--- config.mk ---
export PLATFORM = sky130hd
export DESIGN_NAME = burst_addr_seq
export DESIGN_NICKNAME = d
export VERILOG_FILES = /design/src/rtl/burst_addr_seq_pkg.sv /design/src/rtl/bas_cmd_decode.sv /design/src/rtl/bas_beat_reg.sv /design/src/rtl/bas_order_map.sv /design/src/rtl/burst_addr_seq.sv
export SDC_FILE = /design/constraint.sdc
export NUM_CORES = 1
export LEC_CHECK = 0
export CORE_MARGIN = 1
export CORE_UTILIZATION = 43
export CTS_BUF_LIST = sky130_fd_sc_hd__clkbuf_16
export CTS_CLUSTER_SIZE = 8
export DETAILED_ROUTE_END_ITERATION = 16
export PLACE_DENSITY = 0.83
export SYNTH_ARGS = -nofsm -noshare
export SYNTH_HDL_FRONTEND = slang
export SYNTH_SLANG_ARGS = --single-unit
--- constraint.sdc ---
create_clock -name clk -period 2.9 [get_ports clk]
set_input_delay 0.58 -clock clk [delete_from_list [all_inputs] [get_ports clk]]
set_output_delay 0.58 -clock clk [all_outputs]
set_load 0.01 [all_outputs]
--- src/rtl/burst_addr_seq_pkg.sv ---
package burst_addr_seq_pkg;
   typedef enum logic [1:0] {
      OP_HOLD  = 2'd0,
      OP_STEP  = 2'd1,
      OP_LOAD  = 2'd2,
      OP_DESEL = 2'd3
   } seq_op_e;

   localparam int ORDER_RUNTIME = 0;
   localparam int ORDER_LINEAR  = 1;
   localparam int ORDER_XOR     = 2;
endpackage

--- src/rtl/bas_cmd_decode.sv ---
module bas_cmd_decode
   import burst_addr_seq_pkg::*;
(
   input  logic    proc_stb_n,
   input  logic    ctrl_stb_n,
   input  logic    adv_n,
   input  logic    en_main_n,
   input  logic    en_aux_hi,
   input  logic    en_aux_lo_n,
   output seq_op_e op
);
   logic aux_ok;
   logic proc_take;

   assign aux_ok    = en_aux_hi & ~en_aux_lo_n;
   assign proc_take = ~proc_stb_n & ~en_main_n;

   always_comb begin
      if (proc_take) begin
         op = aux_ok ? OP_LOAD : OP_DESEL;
      end else if (!ctrl_stb_n) begin
         op = (!en_main_n && aux_ok) ? OP_LOAD : OP_DESEL;
      end else if (!adv_n) begin
         op = OP_STEP;
      end else begin
         op = OP_HOLD;
      end
   end
endmodule

--- src/rtl/bas_beat_reg.sv ---
module bas_beat_reg
   import burst_addr_seq_pkg::*;
#(
   parameter int ADDR_W     = 18,
   parameter int BURST_BITS = 2
) (
   input  logic                  clk,
   input  logic                  rst,
   input  seq_op_e               op,
   input  logic [ADDR_W-1:0]     ext_addr,
   output logic [ADDR_W-1:0]     base_q,
   output logic [BURST_BITS-1:0] beat_q,
   output logic                  desel_q,
   output logic                  valid_q
);
   localparam logic [BURST_BITS-1:0] BEAT_ONE = BURST_BITS'(1);

   always_ff @(posedge clk) begin
      if (rst) begin
         base_q  <= '0;
         beat_q  <= '0;
         desel_q <= 1'b1;
         valid_q <= 1'b0;
      end else begin
         unique case (op)
            OP_LOAD: begin
               base_q  <= ext_addr;
               beat_q  <= '0;
               desel_q <= 1'b0;
               valid_q <= 1'b1;
            end
            OP_DESEL: begin
               desel_q <= 1'b1;
               valid_q <= 1'b0;
            end
            OP_STEP: begin
               if (!desel_q) begin
                  beat_q  <= beat_q + BEAT_ONE;
                  valid_q <= 1'b1;
               end else begin
                  valid_q <= 1'b0;
               end
            end
            default: begin
               valid_q <= 1'b0;
            end
         endcase
      end
   end
endmodule

--- src/rtl/bas_order_map.sv ---
module bas_order_map
   import burst_addr_seq_pkg::*;
#(
   parameter int BURST_BITS = 2,
   parameter int ORDER_SEL  = ORDER_RUNTIME
) (
   input  logic [BURST_BITS-1:0] start_lo,
   input  logic [BURST_BITS-1:0] beat,
   input  logic                  order_ilv,
   output logic [BURST_BITS-1:0] word_lo
);
   logic [BURST_BITS-1:0] lin_lo;
   logic [BURST_BITS-1:0] xor_lo;

   assign lin_lo = start_lo + beat;
   assign xor_lo = start_lo ^ beat;

   generate
      if (ORDER_SEL == ORDER_LINEAR) begin : g_lin
         assign word_lo = lin_lo;
      end else if (ORDER_SEL == ORDER_XOR) begin : g_xor
         assign word_lo = xor_lo;
      end else begin : g_rt
         assign word_lo = order_ilv ? xor_lo : lin_lo;
      end
   endgenerate
endmodule

--- src/rtl/burst_addr_seq.sv ---
module burst_addr_seq
   import burst_addr_seq_pkg::*;
#(
   parameter int ADDR_W     = 18,
   parameter int BURST_BITS = 2,
   parameter int ORDER_SEL  = ORDER_RUNTIME
) (
   input  logic              clk,
   input  logic              rst,
   input  logic [ADDR_W-1:0] ext_addr,
   input  logic              proc_stb_n,
   input  logic              ctrl_stb_n,
   input  logic              adv_n,
   input  logic              en_main_n,
   input  logic              en_aux_hi,
   input  logic              en_aux_lo_n,
   input  logic              order_ilv,
   output logic [ADDR_W-1:0] cur_addr,
   output logic              cyc_valid,
   output logic              desel
);
   localparam int HI_W = ADDR_W - BURST_BITS;

   generate
      if (BURST_BITS < 1) begin : g_bad_bb
         $error("BURST_BITS must be at least 1");
      end
      if (ADDR_W <= BURST_BITS) begin : g_bad_aw
         $error("ADDR_W must exceed BURST_BITS");
      end
      if (ORDER_SEL < ORDER_RUNTIME || ORDER_SEL > ORDER_XOR) begin : g_bad_ord
         $error("ORDER_SEL out of range");
      end
   endgenerate

   seq_op_e               op;
   logic [ADDR_W-1:0]     base_q;
   logic [BURST_BITS-1:0] beat_q;
   logic [BURST_BITS-1:0] word_lo;
   logic [HI_W-1:0]       base_hi;

   bas_cmd_decode u_dec (
      .proc_stb_n (proc_stb_n),
      .ctrl_stb_n (ctrl_stb_n),
      .adv_n      (adv_n),
      .en_main_n  (en_main_n),
      .en_aux_hi  (en_aux_hi),
      .en_aux_lo_n(en_aux_lo_n),
      .op         (op)
   );

   bas_beat_reg #(
      .ADDR_W    (ADDR_W),
      .BURST_BITS(BURST_BITS)
   ) u_reg (
      .clk     (clk),
      .rst     (rst),
      .op      (op),
      .ext_addr(ext_addr),
      .base_q  (base_q),
      .beat_q  (beat_q),
      .desel_q (desel),
      .valid_q (cyc_valid)
   );

   bas_order_map #(
      .BURST_BITS(BURST_BITS),
      .ORDER_SEL (ORDER_SEL)
   ) u_map (
      .start_lo (base_q[BURST_BITS-1:0]),
      .beat     (beat_q),
      .order_ilv(order_ilv),
      .word_lo  (word_lo)
   );

   assign base_hi  = base_q[ADDR_W-1:BURST_BITS];
   assign cur_addr = {base_hi, word_lo};
endmodule

==> flow_metrics.py, run 1 <==
metrics = {
    "outcome": {
        "status": "completed",
    },
    "timing": {
        "period_share_pct": 82.3,
        "worst_pin_slew_ns": 0.761,
        "slew_headroom_pct": 49.1,
        "setup_viol": 0,
        "fmax_mhz": 419,
        "drv_slew": 0,
        "setup_tns_ns": 0,
        "period_needed_ns": 2.39,
        "fin_ws_ns": 0.514,
        "rsz0062_at_grt": "false",
        "hold_viol": 0,
        "finClkSkew_ns": 0.000882,
    },
    "pwr": {
        "p_per_area_nw_per_um2": 553,
        "swShare_pct": 19.4,
        "p_leak_nw": 0.579,
        "pwr-share-comb_pct": 15.2,
        "irDropWorstVdd_v": 0.000481,
        "intPower_w": 0.000667,
        "p_sw_w": 0.000160,
        "total_power_w": 0.000827,
        "power.share.clock_pct": 45.7,
        "p_seq_share_pct": 39.2,
    },
    "worst_setup_path": {
        "worstPathCellList": "clkdlybuf4s50_1, nor2b_1, xnor2_1, clkdlybuf4s50_1",
        "cp.arrival_ns": 1.81,
        "critPathMaxStageDelay_ns": 0.55,
        "required_ns": 2.32,
        "worstSetupEndpointType": "primary output",
        "cp_max_fo": 1,
        "crit_path_top_delay_cell": "clkdlybuf4s50_1",
        "r2r_slack_ns": 1.94,
        "cp_common_cell": "clkdlybuf4s50_1",
        "critPathLaunchType": "input port",
        "critPathKind": "input port to primary output",
    },
    "finish": {
        "ff_latch_area_um2": 440,
        "nets": 170,
        "area_growth_pct": 45.0,
        "layout-drive-gt1-share_pct": 7.97,
        "multi_input_area_um2": 429,
        "nFillCells": 177,
        "postLayoutCoreUtil_pct": 67.0,
        "antenna_cells": 0,
    },
    "synthesis": {
        "netlist_area_um2": 1030,
        "synth.top_cell.area_share_pct": 42.7,
        "synthTopCellsByArea": "dfxtp_1, mux2i_1, buf_4, nor2_1, ha_1",
        "synth-edff-count": 0,
        "avgSynthCellArea_um2": 9.74,
        "synthCells": 106,
        "synth.most_common_cell": "nor2_1",
        "yosysTopAreaCell": "dfxtp_1",
        "syn_nets": 137,
        "yosysUniqueCellTypes": 24,
        "yosys-top-cells-count": "nor2_1, dfxtp_1, mux2i_1, buf_4, ha_1",
        "ys_async_sr_fraction_pct": 0,
        "yosys_warnings": 0,
        "synth_ff_type": "dfxtp_1",
        "yosys_register_bits": 22,
        "ys_seq_area_share_pct": 42.7,
    },
    "placed_design": {
        "place.gp.congestion": 0.654,
        "dp_slack_ns": 0.447,
        "numPortBuffers": 46,
        "dp_hpwl_um": 1540,
    },
    "floorplan": {
        "start_util_pct": 46.2,
        "dieArea_um2": 2600,
        "fp.dieH_um": 51.0,
        "core-area_um2": 2230,
        "die_w_um": 51.0,
        "ios": 47,
        "num_rows": 17,
    },
    "grt": {
        "overflow": 0,
        "grt_antenna_before_repair": 0,
        "grt_pass1_vias": 847,
        "track_usage_pct": 19.4,
        "grt_max_degree": 23,
        "grt_pass1_wl_um": 3710,
    },
    "job": {
        "maxCapViolations": 0,
    },
    "route": {
        "vias": 804,
        "drc": 0,
        "drtIter0Drc": 8,
        "wl_um": 2200,
        "wl_per_cell_um": 13.2,
        "detail-route-antenna-nets": 0,
        "vias_per_cell": 4.84,
        "dr.pass1.iters": 3,
    },
    "clock_tree": {
        "cts_resized": 0,
        "clock_latency_ns": 0.25,
        "root_buffer": "clkbuf_16",
        "path_clk_slew_ns": 0.06,
        "cts_hold_buf": 0,
        "clock_sinks": 22,
        "cts_tree": "yes",
        "cts_setup_buffers": 0,
        "clockBufferDepth": 2,
        "cts_buffers": 3,
        "htreeDepth": 1,
    },
    "hold_path": {
        "hold_class": "flop to flop",
    },
}
-- layout make-up --
cell class	count	share of cell area [%]
multi-input cells	61	28.7
clock buffers	3	5.02
clock inverters	1	2.01
inverters	3	0.753
well taps	28	2.34
repair buffers	48	31.8
flip-flops and latches	22	29.4
-- per-stage QoR --
| step | cell area (µm²) | std cells | hold WS [ns] |
|---|---|---|---|
| after floorplan | 1030 | 106 | 0.462 |
| after global placement | 1390 | 162 | 0.475 |
| after detailed placement | 1390 | 162 | 0.484 |
| after CTS | 1500 | 166 | 0.497 |
| after global routing | 1500 | 166 | 0.524 |
| final | 1500 | 166 | 0.490 |
-- critical path: cells and delay by family --
| family | cells | cell delay [ns] |
|---|---|---|
| XOR/XNOR | 1 | 0.13 |
| AND/OR/NAND/NOR | 1 | 0.14 |
| buffers and inverters | 2 | 0.95 |
-- power by group through the flow --
stage / clock network (W) / logic [W] / registers (W)
after floorplan: 0 / 0.0000703 / 0.000329
after global placement: 0 / 0.000121 / 0.000330
after detailed placement: 0 / 0.000125 / 0.000330
after CTS: 0.000382 / 0.000127 / 0.000324
after global routing: 0.000404 / 0.000135 / 0.000325
final: 0.000378 / 0.000126 / 0.000324
-- sequential cells by signal, summed over array words and instances, names as in the netlist --
register       cells
u_reg.valid_q      1
u_reg.beat_q       2
u_reg.base_q      18
u_reg.desel_q      1
-- cell usage in the layout (no fill, tap or decap) --
cell             count
a21oi_1              1
nor2_1              23
nor2b_1              1
nand2b_1             1
nor3_1               1
inv_1                1
xnor2_1              2
buf_4                2
mux2i_1             18
a211oi_1             1
bufinv_16            1
nand3b_1             1
dfxtp_1             22
a31oi_1              1
clkdlybuf4s50_1     46
nand3_1              1
ha_1                 4
o21ai_0              1
a32o_2               1
o21ai_2              1
clkbuf_16            3
nand2_1              2
inv_2                2
nor2b_4              1
-- routing by layer --
metal / track usage, % / vias to the layer above / share of wire (%)
met5: 0 / - / 0
li1: - / 394 / -
met2: 34.2 / 38 / 48
met4: 7.87 / 0 / 1.7
met3: 8.33 / 6 / 10
met1: 19.8 / 366 / 40
-- logic make-up (layout without fill, tap and decap cells) --
family | after synthesis | in the layout | synth area share [%]
compound gates | 6 | 6 | 4.24
fa+ha+maj | 4 | 4 | 4.85
buf+inv | 23 | 55 | 15.8
simple gates | 31 | 31 | 13.3
xor+xnor | 2 | 2 | 1.70
mux | 18 | 18 | 17.5
flops | 22 | 22 | 42.7
-- path summary, 6_finish.rpt --
kind,start,to,cells past startpoint
max,order_ilv,cur_addr[1],4
min,u_reg.base_q[3],u_reg.base_q[3],2
max reg2reg,u_reg.desel_q,u_reg.beat_q[0],3
min reg2reg,u_reg.base_q[3],u_reg.base_q[3],2
Note: power is estimated with default switching activity, not from simulation.
==> run 2, diff against run 1 <==
--- a/config.mk
+++ b/config.mk
@@ -6,11 +6,11 @@
 export NUM_CORES = 1
 export LEC_CHECK = 0
 export CORE_MARGIN = 1
-export CORE_UTILIZATION = 43
+export CORE_UTILIZATION = 40
 export CTS_BUF_LIST = sky130_fd_sc_hd__clkbuf_16
 export CTS_CLUSTER_SIZE = 8
 export DETAILED_ROUTE_END_ITERATION = 16
-export PLACE_DENSITY = 0.83
+export PLACE_DENSITY = 0.78
 export SYNTH_ARGS = -nofsm -noshare
 export SYNTH_HDL_FRONTEND = slang
 export SYNTH_SLANG_ARGS = --single-unit
==> constraint.sdc (replaced) <==
create_clock -name clk -period 2.47 [get_ports clk]
set_input_delay 0.494 -clock clk [delete_from_list [all_inputs] [get_ports clk]]
set_output_delay 0.494 -clock clk [all_outputs]
set_load 0.01 [all_outputs]
==> run 2 against run 1 <==
Compared with the run above: highest routed layer is now met3; sequential cell count did not move; final cell count grew 1.2%; die area is 7.2% higher; via count decreased by 3.0%.
==> flow_metrics.py, run 2 (synthesis gave the netlist of run 1 again) <==
metrics = {
    "outcome": {
        "status": "completed",
    },
    "finish": {
        "fin_area_um2": 1500,
        "nets": 170,
        "antenna_cells": 0,
        "layout-drive-gt1-share_pct": 7.97,
        "largest_register": "u_reg.base_q",
        "layout_commonest_cell": "clkdlybuf4s50_1",
        "area_growth_pct": 45.2,
        "largest_reg_flops": 18,
        "largestRegisters": "u_reg.base_q (18), u_reg.beat_q (2)",
        "final_cell_mix": "clkdlybuf4s50_1, nor2_1, dfxtp_1",
    },
    "clock_tree": {
        "cts_setup_buffers": 0,
        "cts_hold_buf": 0,
        "path_clk_slew_ns": 0.06,
        "htreeDepth": 1,
        "clockBufferDepth": 2,
        "cts_buffers": 3,
        "clock_sinks": 22,
        "cts_resized": 0,
        "cts_tree": "yes",
        "root_buffer": "clkbuf_16",
        "clock_latency_ns": 0.25,
    },
    "worst_setup_path": {
        "cp_common_cell": "clkdlybuf4s50_1",
        "critPathKind": "input port to primary output",
        "critPathMaxStageDelay_ns": 0.55,
        "critical_path_buf_inv_count": 2,
        "critPathLaunchType": "input port",
        "worstSetupEndpointType": "primary output",
        "reg2regPathDepth": 3,
        "required_ns": 1.98,
        "worstPathCellList": "clkdlybuf4s50_1, nor2b_1, xnor2_1, clkdlybuf4s50_1",
        "cp.arrival_ns": 1.74,
        "cp_max_fo": 1,
        "crit_path_top_delay_cell": "clkdlybuf4s50_1",
        "critPathTopFamily": "buffers and inverters",
        "cp.depth": 4,
    },
    "pwr": {
        "p_leak_nw": 0.579,
        "total_power_w": 0.000969,
        "p_per_area_nw_per_um2": 646,
        "irDropWorstVdd_v": 0.000565,
    },
    "timing": {
        "setup_tns_ns": 0,
        "setup_viol": 0,
        "worst_pin_slew_ns": 0.763,
        "period_needed_ns": 2.24,
        "rsz0062_at_grt": "false",
        "fin_hold_ws_ns": 0.493,
        "hold_viol": 0,
        "fin_ws_ns": 0.233,
        "drv_slew": 0,
        "slew_headroom_pct": 48.9,
        "finClkSkew_ns": 0.000392,
        "fmax_mhz": 447,
        "period_share_pct": 90.6,
    },
    "floorplan": {
        "ios": 47,
        "fp.dieH_um": 52.8,
        "num_rows": 18,
        "core-area_um2": 2450,
        "start_util_pct": 42.0,
        "dieArea_um2": 2790,
        "die_w_um": 52.8,
    },
    "placed_design": {
        "numPortBuffers": 46,
        "placed_area_um2": 1390,
        "place.gp.congestion": 0.737,
        "dp_hpwl_um": 1580,
        "dp_slack_ns": 0.168,
    },
    "grt": {
        "grt_pass1_vias": 785,
        "grt_pass1_wl_um": 3210,
        "grtUsageMet1_pct": 16.8,
        "overflow": 0,
        "met3_usage_pct": 4.35,
        "grt_antenna_before_repair": 0,
        "top_usage_layer": "met2",
        "track_usage_pct": 15.7,
        "grt.met2_usage_pct": 29.7,
        "grt_max_degree": 23,
    },
    "hold_path": {
        "hold_class": "flop to flop",
        "min_path_cells": 2,
    },
    "route": {
        "wl_per_cell_um": 12.4,
        "vias_per_cell": 4.64,
        "detail-route-antenna-nets": 0,
        "wl_um": 2090,
        "vias": 780,
        "drc": 0,
        "dr.pass1.iters": 4,
        "drtIter0Drc": 3,
    },
    "job": {
        "maxCapViolations": 0,
    },
}
run 2: cell type report:
cell class,instances,area (µm²)
fill,207,956
timing repair buffer,48,475
inverter,3,11.3
sequential,22,440
tap,30,37.5
clock buffer,3,75.1
multi-input combinational,61,429
clock inverter,1,30.0
run 2: routing by layer:
metal	up-vias	part of all wire, %
met5	-	0
met4	0	0
met3	0	6.6
met2	31	52
met1	354	41
li1	395	-
run 2: per-stage QoR:
stage	instances	utilization [%]
finish	168	61.1
global route	168	61.1
CTS	168	61.1
detailed placement	164	56.8
global placement	164	56.8
floorplan	106	-
run 2: worst paths after layout:
kind,from,slack (ns),endpoint
setup reg to reg,u_reg.desel_q,1.54,u_reg.beat_q[1]
hold reg to reg,u_reg.base_q[2],0.49,u_reg.base_q[2]
hold / removal,u_reg.base_q[2],0.49,u_reg.base_q[2]
setup / recovery,order_ilv,0.23,cur_addr[1]
run 2: tightest hold or removal path, stage by stage (launching register included):
cell	delay, ns
dfxtp_1	0.32
mux2i_1	0.07
nor2_1	0.07
run 2: power breakdown:
part           switching, W  internal (W)  total, W
clock network      0.000121      0.000321  0.000442
logic             0.0000554     0.0000907  0.000146
registers        0.00000942      0.000371  0.000380
total              0.000185      0.000783  0.000969
